===== src/rtl/disp_timing_pkg.sv =====
package disp_timing_pkg;

    localparam int WORD_W = 32;
    localparam int H_W    = 12;
    localparam int V_W    = 11;
    localparam int H_LSB  = 16;
    localparam int H_MSB  = H_LSB + H_W - 1;
    localparam int V_LSB  = 0;
    localparam int V_MSB  = V_LSB + V_W - 1;
    localparam int N_PINS = 3;

    localparam int PIN_HS = 0;
    localparam int PIN_VS = 1;
    localparam int PIN_DE = 2;

    typedef struct packed {
        logic [H_W-1:0] sync_end;
        logic [H_W-1:0] bp_end;
        logic [H_W-1:0] act_end;
        logic [H_W-1:0] total;
    } h_cfg_t;

    typedef struct packed {
        logic [V_W-1:0] sync_end;
        logic [V_W-1:0] bp_end;
        logic [V_W-1:0] act_end;
        logic [V_W-1:0] total;
    } v_cfg_t;

endpackage


===== src/rtl/dt_axis_counter.sv =====
module dt_axis_counter #(
    parameter int W = 12
) (
    input  logic         clk,
    input  logic         rst,
    input  logic         run,
    input  logic         adv,
    input  logic [W-1:0] tot,
    output logic [W-1:0] cnt,
    output logic         wrap
);

    assign wrap = adv && (cnt >= tot);

    always_ff @(posedge clk) begin
        if (rst || !run) begin
            cnt <= '0;
        end else if (adv) begin
            cnt <= wrap ? '0 : cnt + W'(1);
        end
    end

    AST_CNT_WRAP: assert property (@(posedge clk) disable iff (rst)
        (run && adv && cnt >= tot) |=> (cnt == '0));
    AST_CNT_STEP: assert property (@(posedge clk) disable iff (rst)
        (run && adv && cnt < tot) |=> (!run || cnt == $past(cnt) + W'(1)));
    AST_CNT_HOLD: assert property (@(posedge clk) disable iff (rst)
        (run && !adv) |=> (!run || $stable(cnt)));

endmodule


===== src/rtl/dt_axis_decode.sv =====
module dt_axis_decode #(
    parameter int W = 12
) (
    input  logic [W-1:0] cnt,
    input  logic [W-1:0] sync_end,
    input  logic [W-1:0] bp_end,
    input  logic [W-1:0] act_end,
    output logic         sync_act,
    output logic         in_window
);

    assign sync_act  = (cnt <= sync_end);
    assign in_window = (cnt > bp_end) && (cnt <= act_end);

endmodule


===== src/rtl/dt_pin_polarity.sv =====
module dt_pin_polarity #(
    parameter int N = 3
) (
    input  logic         run,
    input  logic [N-1:0] act,
    input  logic [N-1:0] hi,
    output logic [N-1:0] pin
);

    for (genvar g = 0; g < N; g++) begin : g_pin
        assign pin[g] = (run && act[g]) ? hi[g] : ~hi[g];
    end

endmodule


===== src/rtl/disp_timing_gen.sv =====
module disp_timing_gen
    import disp_timing_pkg::*;
#(
    parameter int HW = H_W,
    parameter int VW = V_W
) (
    input  logic              clk,
    input  logic              rst,
    input  logic              enable,
    input  logic [WORD_W-1:0] sync_word,
    input  logic [WORD_W-1:0] bporch_word,
    input  logic [WORD_W-1:0] active_word,
    input  logic [WORD_W-1:0] total_word,
    input  logic              hs_active_high,
    input  logic              vs_active_high,
    input  logic              de_active_high,
    input  logic              pclk_invert,
    input  logic [VW-1:0]     line_irq_pos,
    output logic              hsync,
    output logic              vsync,
    output logic              de,
    output logic              pclk_invert_o,
    output logic [HW-1:0]     pos_x,
    output logic [VW-1:0]     pos_y,
    output logic              line_irq
);

    h_cfg_t hc;
    v_cfg_t vc;

    assign hc.sync_end = sync_word  [H_MSB:H_LSB];
    assign hc.bp_end   = bporch_word[H_MSB:H_LSB];
    assign hc.act_end  = active_word[H_MSB:H_LSB];
    assign hc.total    = total_word [H_MSB:H_LSB];
    assign vc.sync_end = sync_word  [V_MSB:V_LSB];
    assign vc.bp_end   = bporch_word[V_MSB:V_LSB];
    assign vc.act_end  = active_word[V_MSB:V_LSB];
    assign vc.total    = total_word [V_MSB:V_LSB];

    logic unused_word_bits;
    assign unused_word_bits = ^{sync_word[WORD_W-1:H_MSB+1],   sync_word[H_LSB-1:V_MSB+1],
                                bporch_word[WORD_W-1:H_MSB+1], bporch_word[H_LSB-1:V_MSB+1],
                                active_word[WORD_W-1:H_MSB+1], active_word[H_LSB-1:V_MSB+1],
                                total_word[WORD_W-1:H_MSB+1],  total_word[H_LSB-1:V_MSB+1]};

    logic [HW-1:0] h_cnt;
    logic [VW-1:0] v_cnt;
    logic          h_wrap, v_wrap_unused;

    dt_axis_counter #(.W(HW)) u_hcnt (
        .clk(clk), .rst(rst), .run(enable), .adv(1'b1),
        .tot(hc.total), .cnt(h_cnt), .wrap(h_wrap)
    );

    dt_axis_counter #(.W(VW)) u_vcnt (
        .clk(clk), .rst(rst), .run(enable), .adv(h_wrap),
        .tot(vc.total), .cnt(v_cnt), .wrap(v_wrap_unused)
    );

    logic hs_act, vs_act, h_win, v_win;

    dt_axis_decode #(.W(HW)) u_hdec (
        .cnt(h_cnt), .sync_end(hc.sync_end), .bp_end(hc.bp_end),
        .act_end(hc.act_end), .sync_act(hs_act), .in_window(h_win)
    );

    dt_axis_decode #(.W(VW)) u_vdec (
        .cnt(v_cnt), .sync_end(vc.sync_end), .bp_end(vc.bp_end),
        .act_end(vc.act_end), .sync_act(vs_act), .in_window(v_win)
    );

    logic [N_PINS-1:0] pin_act, pin_hi, pin_lvl;

    always_comb begin
        pin_act         = '0;
        pin_hi          = '0;
        pin_act[PIN_HS] = hs_act;
        pin_act[PIN_VS] = vs_act;
        pin_act[PIN_DE] = h_win && v_win;
        pin_hi[PIN_HS]  = hs_active_high;
        pin_hi[PIN_VS]  = vs_active_high;
        pin_hi[PIN_DE]  = de_active_high;
    end

    dt_pin_polarity #(.N(N_PINS)) u_pins (
        .run(enable), .act(pin_act), .hi(pin_hi), .pin(pin_lvl)
    );

    assign hsync = pin_lvl[PIN_HS];
    assign vsync = pin_lvl[PIN_VS];
    assign de    = pin_lvl[PIN_DE];

    always_ff @(posedge clk) begin
        if (rst) begin
            pclk_invert_o <= 1'b0;
        end else if (!enable) begin
            pclk_invert_o <= pclk_invert;
        end
    end

    assign pos_x    = h_cnt;
    assign pos_y    = v_cnt;
    assign line_irq = enable && (h_cnt == '0) && (v_cnt == line_irq_pos);

    AST_IDLE_ZERO: assert property (@(posedge clk) disable iff (rst)
        !enable |=> (pos_x == '0 && pos_y == '0));
    AST_IRQ_SINGLE: assert property (@(posedge clk) disable iff (rst)
        (line_irq && hc.total != '0) |=> !line_irq);
    AST_DE_NO_HS: assert property (@(posedge clk) disable iff (rst)
        (h_win && hc.bp_end >= hc.sync_end) |-> !hs_act);
    AST_CLKINV_HOLD: assert property (@(posedge clk) disable iff (rst)
        enable |=> $stable(pclk_invert_o));

endmodule


===== config.mk =====
export PLATFORM = sky130hd
export DESIGN_NAME = disp_timing_gen
export DESIGN_NICKNAME = d
export VERILOG_FILES = /design/src/rtl/disp_timing_pkg.sv /design/src/rtl/dt_axis_counter.sv /design/src/rtl/dt_axis_decode.sv /design/src/rtl/dt_pin_polarity.sv /design/src/rtl/disp_timing_gen.sv
export SDC_FILE = /design/constraint.sdc
export NUM_CORES = 1
export LEC_CHECK = 0
export ABC_AREA = 1
export BUFFER_PORTS_ARGS = -buffer_cell sky130_fd_sc_hd__buf_2
export CAP_MARGIN = 15
export CORE_ASPECT_RATIO = 2
export CORE_MARGIN = 1
export CORE_UTILIZATION = 45
export CTS_BUF_LIST = sky130_fd_sc_hd__clkbuf_8 sky130_fd_sc_hd__clkbuf_16
export DETAILED_ROUTE_END_ITERATION = 10
export PLACE_DENSITY = 0.75
export SKIP_LAST_GASP = 1
export SYNTH_ARGS = -nofsm -noshare
export SYNTH_HDL_FRONTEND = slang
export SYNTH_SLANG_ARGS = --single-unit

===== constraint.sdc =====
create_clock -name clk -period 3.8 [get_ports clk]
set_clock_uncertainty 0.2 [all_clocks]
set_input_delay 0.57 -clock clk [delete_from_list [all_inputs] [get_ports clk]]
set_output_delay 0.57 -clock clk [all_outputs]
set_load 0.01 [all_outputs]

==> After elaboration in Yosys (flattened, before gate mapping) <==
Index checks and enable logic that the tools add are counted.
{ "totals": {"wordCells": 34, "output_inout_bits": 28, "regBits": 24} }
{ "classes": {"mux": 4, "n_reduce_logical": 13, "add_sub_neg": 2, "bitwise_logic": 3, "magnitude_cmp": 8, "n_eq_ne": 1} }
{ "op_table": {"columns": ["op", "n"], "rows": [
  ["12-bit <= comparator", 2],
  ["11-bit <= comparator", 2],
  ["12-bit by 1-bit adder with 12-bit output, second input constant", 1],
  ["12-bit greater-or-equal comparator", 1],
  ["12-bit > comparator", 1],
  ["12-bit logical NOT", 1],
  ["11-bit by 1-bit adder with 11-bit output, second input constant", 1],
  ["11-bit equality test", 1],
  ["11-bit greater-or-equal comparator", 1],
  ["11-bit > comparator", 1],
  ["11-bit two-way mux", 1],
  ["1-bit logical AND", 9],
  ["1-bit two-way mux", 3],
  ["1-bit inverter", 3],
  ["2-bit OR reduction", 1],
  ["1-bit logical NOT", 1],
  ["1-bit logical OR", 1]
]} }

==> Logic depth before layout (Yosys ltp) <==
Gate-level depths: netlist of the first run.
{ "depth": {"ltp_word": 5, "mapped_depth": 14, "mapped_depth_nobuf": 13} }

==> Modules after synthesis <==
Synthesis of the first run repeated with hierarchy kept, for this count alone.
{ "hier_totals": {"hier_cells": 662, "area_unflattened_um2": 4125.2} }
{ "by_module_without_submodules": {"columns": ["mod", "area_each_um2", "n_inst", "cells_each"], "rows": [
  ["dt_axis_decode at u_hdec", 989.7, 1, 162],
  ["dt_axis_counter at u_hcnt", 959.7, 1, 131],
  ["dt_axis_decode at u_vdec", 912.1, 1, 149],
  ["dt_axis_counter at u_vcnt", 840.8, 1, 118],
  ["disp_timing_gen", 362.8, 1, 87],
  ["dt_pin_polarity", 60.1, 1, 15]
]} }

==> Worst setup path before layout of the first run <==
OpenSTA, ideal clock, no wires.
{ "synth_timing": {"kind": "input port to output port", "startpoint": "input bporch_word[27]", "endpoint": "output de", "arrival_time_ns": 1.598, "path_buffers": 0, "stages": 11, "path_slack_ns": 1.432, "cell_sequence": "inv_1 ha_1 nand2_1 nor2_1 nand2_1 a21oi_1 nor2_1 nor2_1 nand3_1 nand2_1 nand2_1"} }
{ "synth_via": {"elab_chain_cells": 5} }
{ "synth_rtl": {"columns": ["item", "line_no", "rtl"], "rows": [
  ["start: declaration", "disp_timing_gen.sv:11", "input logic [WORD_W-1:0] bporch_word,"],
  ["12-bit > comparator", "dt_axis_decode.sv:13", "assign in_window = (cnt > bp_end) && (cnt <= act_end);"],
  ["1-bit logical AND", "dt_axis_decode.sv:13", null],
  ["1-bit logical AND", "disp_timing_gen.sv:79", "pin_act[PIN_DE] = h_win && v_win;"],
  ["1-bit logical AND", "dt_pin_polarity.sv:11", "assign pin[g] = (run && act[g]) ? hi[g] : ~hi[g];"],
  ["1-bit two-way mux", "dt_pin_polarity.sv:11", null],
  ["end: declaration", "disp_timing_gen.sv:21", "output logic de,"]
]} }
No other way between the ends.

==> Worst setup path after layout of the first run <==
{ "layout_timing": {"startpoint": "register u_hcnt.cnt[11]", "endpoint": "output hsync"} }
{ "layout_via": {"elab_chain_cells": 3} }
{ "layout_rtl": {"columns": ["item", "line_no", "rtl"], "rows": [
  ["start: declaration", "dt_axis_counter.sv:9", "output logic [W-1:0] cnt,"],
  ["start signal: assignment", "dt_axis_counter.sv:19", "cnt <= wrap ? '0 : cnt + W'(1);"],
  ["12-bit <= comparator", "dt_axis_decode.sv:12", "assign sync_act = (cnt <= sync_end);"],
  ["1-bit logical AND", "dt_pin_polarity.sv:11", null],
  ["1-bit two-way mux", "dt_pin_polarity.sv:11", null],
  ["end: declaration", "disp_timing_gen.sv:19", "output logic hsync,"]
]} }
No other way between the ends.

==> key figures, run 1 <==
Timing
  • Final Hold Fails: 0
  • Final number of setup-violating endpoints: 0
  • Worst-Margin Slew: about 0.5 ns
  • RSZ-0062 raised after global routing: false
  • Final Critical Period: between 2 and 3 ns
  • Pins Over Slew Limit: 0
  • F_max: around 340 MHz
  • Rel. slew slack: 0.667
  • Sum Neg Setup Slack: 0 ns
  • Crit share post-route: 0.768

Hold path
  • Hold Path Class: reg2reg

Clock network
  • CTS Hold Buffers Added: 0
  • Clock tree root buffer cell: clkbuf_16
  • Post-CTS Setup Inserts: 0
  • Longest Clk Path Bufs: 2
  • Clk Latency, worst-skew pair: approximately 0.26 ns
  • CTS Sinks: 24
  • H-tree depth: 1
  • # resized after CTS: 0
  • CTS tree: yes
  • CTS buffer count: 3
  • Clock slew at reported path FFs: approximately 0.070 ns

Layout
  • Area occupied by multi-input gates: approximately 2800 sq um
  • Fill count: ~850
  • Diode count: 0
  • Final Net Count: 1,013
  • Share of cells above drive strength 1: 0.217
  • Register area: between 400 and 500 sq um
  • Area delta synth->final: 22.7%

Power
  • Max IR drop VDD: 0.159 mV
  • Combinational power share: 0.246
  • LEAKAGE: around 3.2 nW
  • PD cells: approximately 150 nW/um^2
  • Sw Share: 0.265
  • Switch Pwr: 0.199 mW
  • P_int: about 0.55 mW
  • Power Total: around 0.75 mW
  • Seq pwr share: 0.340
  • Power share of the clock group: 0.413

Floorplan
  • Chip Height: roughly 130 microns
  • Initial core utilization: 0.462
  • Core Area: around 8600 sq um
  • Cell Rows: 48
  • # IOs: 174
  • Die span in x: between 60 and 70 microns
  • Die area: roughly 9000 sq um

Synth
  • Mapped cell area: between 3000 and 4000 sq um
  • Synth warn: 0
  • Post-synth cell types: 38
  • Synth top cells by count: inv_1, nand2_1, ha_1
  • Cells after Synth: 631
  • Syn_area_per_cell: roughly 6.3 sq um
  • Synth area leader: ha_1
  • Post-synth EDFFs: 0
  • Ys async rst share: 0
  • Yosys reg bits: 24
  • Most frequent cell after synthesis: inv_1
  • Post-Syn Nets: between 800 and 900
  • Post-synth top flop: dfxtp_1
  • Synth area leaders: ha_1, inv_1, nand2_1
  • Seq/Total Area, Yosys: 0.121
  • Share of the synthesized area in the top cell type: 0.299

Global route
  • First-pass GRT wire length: 17,100 microns
  • Largest net degree at the start of global routing: 16
  • Overflow after GRT: 0
  • Gr usage total: 0.241
  • Vias in the first global route: ~4,200
  • Initial antenna violation count: 0

Run
  • Max-cap violation count: 0

Placed design
  • I/O Buffers: between 100 and 150
  • DPL Wire Length: slightly above 9000 microns
  • Routability-driven placement congestion ratio: roughly 0.84

Detailed routing
  • Initial DRC count: ~150
  • Via density: 5.02
  • 1st-pass router iterations: 4
  • Routed len/inst: about 12 microns
  • Detailed-route via count: 4,374
  • Total wire length: 10,800 microns
  • DRT antenna net count: 0
  • Number of remaining DRC errors: 0

Critical path
  • Worst EP required: ~3.0 ns
  • Crit-path most repeated cell: nand2_1
  • Buf/Inv on CP: 1
  • Arrival time worst endpoint: 2.15 ns
  • Worst setup SP type: register
  • Crit-path max FO: 7
  • Delay-heaviest family, CP: flip-flops
  • CP peak stage delay: slightly below 0.6 ns
  • R2R setup slack: around 1.4 ns
  • Critical path class: reg2out
  • Slowest cell on crit path: dfxtp_1
  • Critical path endpoint category: output pin
  • Crit path cell chain: ha_1 > nand4_1 > nor2_1 > nand2_1 > nand2_1 > o21ai_0 > nand3_1 > nand2_1 > buf_2

Run status
  • Outcome: completed
[cells by family (layout without fill, tap and decap cells)]
logic type,Yosys count,after routing,synth area share
compound gates,71,71,0.0980
xor+xnor,7,7,0.0173
fa+ha+maj,95,95,0.299
buf+inv,167,307,0.163
flops,24,24,0.121
simple gates,267,267,0.302
[layout by cell type, fill, tap and decap left out, drive strengths merged]
cell,instances
a211oi,1
a221oi,1
nor3b,3
buf,139
nand3b,1
nand2,153
o21a,3
a21boi,2
xnor2,2
o21bai,1
o21ai,20
a21o,3
a21oi,39
nor4,3
clkbuf,3
bufinv,1
ha,95
nand3,30
dfxtp,24
nand4,18
nor3,5
or2,1
inv,164
xor2,5
nor2,53
o22ai,1
[state kept, by name (all words and copies together), names as in the netlist]
name           count
pclk_invert_o      1
u_hcnt.cnt        12
u_vcnt.cnt        11
[worst register-to-register path, stage by stage, from the launching register on]
cell and delay (ns):
dfxtp_1 0.59, ha_1 0.33, nand2_1 0.11, nor2_2 0.06, nand2_1 0.05, nand3_1 0.10
nor2_4 0.16, nand3_2 0.29, nand2_2 0.30, a21boi_1 0.19
[layer usage]
layer	wire (microns)	up-vias	global-route usage
li1	-	2278	-
met1	3850	1925	0.221
met2	6070	138	0.491
met3	386	33	0.0118
met4	468	0	0.111
met5	0	-	0
[metrics by stage]
step                      hold WS (ns)  cells  instance area, sq um  setup slack, ns   util
after floorplan                  0.267    631                  3970             1.43      -
after global placement           0.229    867                  4770             1.03  0.555
final                            0.239    871                  4870            0.881  0.567
after detailed placement         0.230    867                  4770             1.00  0.555
after CTS                        0.241    871                  4870            0.835  0.567
after global routing             0.272    871                  4870            0.732  0.567
[path summary, 6_finish.rpt]
kind / endpoint / cells after the start / start
max: hsync / 9 / u_hcnt.cnt[11]
min: pclk_invert_o / 2 / pclk_invert_o
max reg2reg: u_vcnt.cnt[8] / 9 / u_hcnt.cnt[11]
min reg2reg: pclk_invert_o / 2 / pclk_invert_o
[area by class of cell]
type                    count  share of cell area
inverters                 164               0.126
repair buffers            139               0.144
flip-flops and latches     24              0.0986
clock inverters             1             0.00616
clock buffers               3              0.0154
well taps                 100              0.0257
multi-input cells         440               0.584
[power groups by stage]
stage	clock, mW	combinational (mW)	sequential, mW
after floorplan	0	0.0993	0.261
after global placement	0	0.176	0.261
after detailed placement	0	0.185	0.261
after CTS	0.315	0.186	0.255
after global routing	0.323	0.214	0.256
final	0.310	0.184	0.255
No activity file was read; power rests on OpenSTA's default activity.
==> run 2: changes to the inputs <==
--- a/config.mk
+++ b/config.mk
@@ -13,7 +13,7 @@
 export CORE_UTILIZATION = 45
 export CTS_BUF_LIST = sky130_fd_sc_hd__clkbuf_8 sky130_fd_sc_hd__clkbuf_16
 export DETAILED_ROUTE_END_ITERATION = 10
-export PLACE_DENSITY = 0.75
+export PLACE_DENSITY = 0.78
 export SKIP_LAST_GASP = 1
 export SYNTH_ARGS = -nofsm -noshare
 export SYNTH_HDL_FRONTEND = slang
==> constraint.sdc (replaced) <==
create_clock -name clk -period 2.6 [get_ports clk]
set_clock_uncertainty 0.2 [all_clocks]
set_input_delay 0.39 -clock clk [delete_from_list [all_inputs] [get_ports clk]]
set_output_delay 0.39 -clock clk [all_outputs]
set_load 0.01 [all_outputs]
==> run 2 against run 1 <==
  * Critical endpoint is now de
  * Via count increased by 2.0%
  * Global-route usage rose by 1.1 points
  * Combinational power rose by 50%
  * Cell area rose by 2.7%
  * Critical path type unchanged
  * Count of clock-buffer cells in the layout is the same
  * Setup slack got worse by 0.73 ns
  * Power is 45% higher
  * Register-to-register slack got worse by 0.86 ns
  * Wire length increased by 6.9%
  * Critical path depth up 2
  * Cell count increased by 1.3%
==> key figures, run 2 (synthesized netlist as in run 1, its figures left out) <==
Run status
  • Outcome: completed (unchanged)

Critical path
  • R2R setup slack: 0.49 ns (was 1.35 ns)
  • Crit Reg-Reg Endpoint: u_hcnt.cnt[10] (was u_vcnt.cnt[8])
  • Worst setup SP type: register (unchanged)
  • Critical path class: reg2out (unchanged)
  • Start point of the critical path: u_hcnt.cnt[11] (unchanged)
  • Critical path endpoint category: output pin (unchanged)
  • Arrival time worst endpoint: 1.86 ns (was 2.15 ns)
  • Worst EP required: 2.01 ns (was 3.03 ns)
  • R2r startpoint: u_hcnt.cnt[0] (was u_hcnt.cnt[11])
  • Crit-path max FO: 7 (unchanged)
  • Worst r2r path cells: 10 (was 9)
  • CP Capture Point: de (was hsync)

Detailed routing
  • Initial DRC count: 203 (was 152)
  • Via density: 5.06 (was 5.02)
  • Total wire length: 11,500 microns (was 10,800 microns)
  • Routed len/inst: 13.1 microns (was 12.4 microns)
  • Detailed-route via count: 4,460 (was 4,374)
  • Number of remaining DRC errors: 0 (unchanged)
  • 1st-pass router iterations: 4 (unchanged)
  • DRT antenna net count: 0 (unchanged)

Timing
  • Final number of setup-violating endpoints: 0 (unchanged)
  • Final Hold Fails: 0 (unchanged)
  • F_max: a little over 400 MHz
  • Worst-Margin Slew: 0.447 ns (was 0.498 ns)
  • Pins Over Slew Limit: 0 (unchanged)
  • Rel. slew slack: 0.700 (was 0.667)
  • Final Critical Period: 2.45 ns
  • Crit share post-route: 0.943
  • Sum Neg Setup Slack: 0 ns (unchanged)

Power
  • PD cells: 218 nW/um^2 (was 154 nW/um^2)
  • Power Total: 1.09 mW (was 0.749 mW)
  • Max IR drop VDD: 0.227 mV (was 0.159 mV)
  • LEAKAGE: 3.24 nW (was 3.17 nW)

Floorplan
  • # IOs: 174 (unchanged)
  • Initial core utilization: 0.462 (unchanged)
  • Die area: 9230 sq um (unchanged)
  • Core Area: 8590 sq um (unchanged)
  • Chip Height: 135 microns (unchanged)
  • Cell Rows: 48 (unchanged)
  • Die span in x: 68.4 microns (unchanged)

Layout
  • Diode count: 0 (unchanged)
  • Area occupied by multi-input gates: 2860 sq um (was 2850 sq um)
  • Most frequent cells in the layout: inv_1, nand2_1, buf_2 (unchanged)
  • Share of cells above drive strength 1: 0.256 (was 0.217)
  • Area delta synth->final: 26.0% (was 22.7%)
  • Final Net Count: 1,024 (was 1,013)
  • Most flop-heavy register: u_hcnt.cnt (unchanged)
  • Max reg flops: 12 (unchanged)
  • Most common cell after layout, fill and taps aside: inv_1 (unchanged)
  • Fill count: 828 (was 852)
  • Register area: 510 sq um (was 480 sq um)
  • Largest regs: u_hcnt.cnt x12, u_vcnt.cnt x11, pclk_invert_o x1 (unchanged)

Global route
  • Largest net degree at the start of global routing: 16 (unchanged)
  • Gr usage total: 0.252 (was 0.241)
  • Vias in the first global route: 4,350 (was 4,160)
  • First-pass GRT wire length: 17,700 microns (was 17,100 microns)
  • Initial antenna violation count: 0 (unchanged)
  • Overflow after GRT: 0 (unchanged)

Clock network
  • CTS tree: yes (unchanged)
  • Clock slew at reported path FFs: 0.06 ns (was 0.07 ns)
  • CTS buffer count: 3 (unchanged)
  • Post-CTS Setup Inserts: 0 (unchanged)
  • CTS Sinks: 24 (unchanged)
  • H-tree depth: 1 (unchanged)
  • Clk Latency, worst-skew pair: 0.26 ns (about the same)
  • Clock tree root buffer cell: clkbuf_16 (unchanged)
  • Longest Clk Path Bufs: 2 (unchanged)

Placed design
  • I/O Buffers: 137 (unchanged)
  • DPL Wire Length: 9910 microns (was 9190 microns)
  • Routability-driven placement congestion ratio: 0.969 (was 0.845)

Run
  • Max-cap violation count: 0 (unchanged)

Hold path
  • Hold Path Class: in2reg (was reg2reg)
  • Hold path start: rst (was pclk_invert_o)
==> run 2: cell types whose count changed in the layout (fill, tap and decap cells not counted), sizes merged <==
cell / before / now
buf: 139 / 150
==> run 2: how the worst min path moves through the flow <==
stage / endpoint / slack (ns) / cells past startpoint
6_report: pclk_invert_o / 0.19 / 4
5_1_grt: pclk_invert_o / 0.20 / 4
4_1_cts: pclk_invert_o / 0.19 / 4
3_5_place_dp: pclk_invert_o / 0.24 / 2
3_3_place_gp: pclk_invert_o / 0.23 / 2
2_1_floorplan: pclk_invert_o / 0.27 / 2
==> run 2: what timing repair did <==
item,4_1_cts,5_1_grt
gates cloned,0,0
hold buffers,0,0
resized for setup,4,23
setup endpoints to repair,3,4
==> run 2: power by group <==
part | switching, mW | internal, mW
combinational | 0.145 | 0.131
clock | 0.137 | 0.306
sequential | 0.00326 | 0.367
total | 0.284 | 0.804
==> run 2: final cells by class <==
| type | count | share of cell area |
|---|---|---|
| clock buffers | 3 | 0.0150 |
| clock inverters | 1 | 0.00600 |
| inverters | 164 | 0.123 |
| multi-input cells | 440 | 0.572 |
| flip-flops and latches | 24 | 0.102 |
| well taps | 100 | 0.0250 |
| repair buffers | 150 | 0.157 |
==> run 2: metal layers <==
| layer | GRT usage | part of all wire |
|---|---|---|
| met1 | 0.207 | 0.35 |
| met2 | 0.544 | 0.59 |
| met3 | 0.0186 | 0.036 |
| met4 | 0.0961 | 0.029 |
| met5 | 0 | 0 |
==> run 2: per-stage QoR <==
stage | hold WS [ns] | worst slack [ns] | std cells | instance area (sq um) | util
finish | 0.185 | 0.149 | 882 | 5000 | 0.583
global route | 0.202 | -0.00780 | 882 | 5000 | 0.583
CTS | 0.186 | 0.00101 | 882 | 4960 | 0.578
detailed placement | 0.239 | 0.187 | 878 | 4850 | 0.565
global placement | 0.229 | 0.255 | 878 | 4850 | 0.565
floorplan | 0.267 | 0.487 | 631 | 3970 | -
==> run 2: critical path, stage by stage, from the launching register on <==
cell	delay, ns
dfxtp_4	0.38
ha_1	0.30
nand2_1	0.08
nor2_2	0.13
nand2_1	0.08
a21oi_1	0.12
nor2_1	0.06
nor2_1	0.13
nand3_1	0.08
nand2_1	0.06
nand2_1	0.04
buf_2	0.13
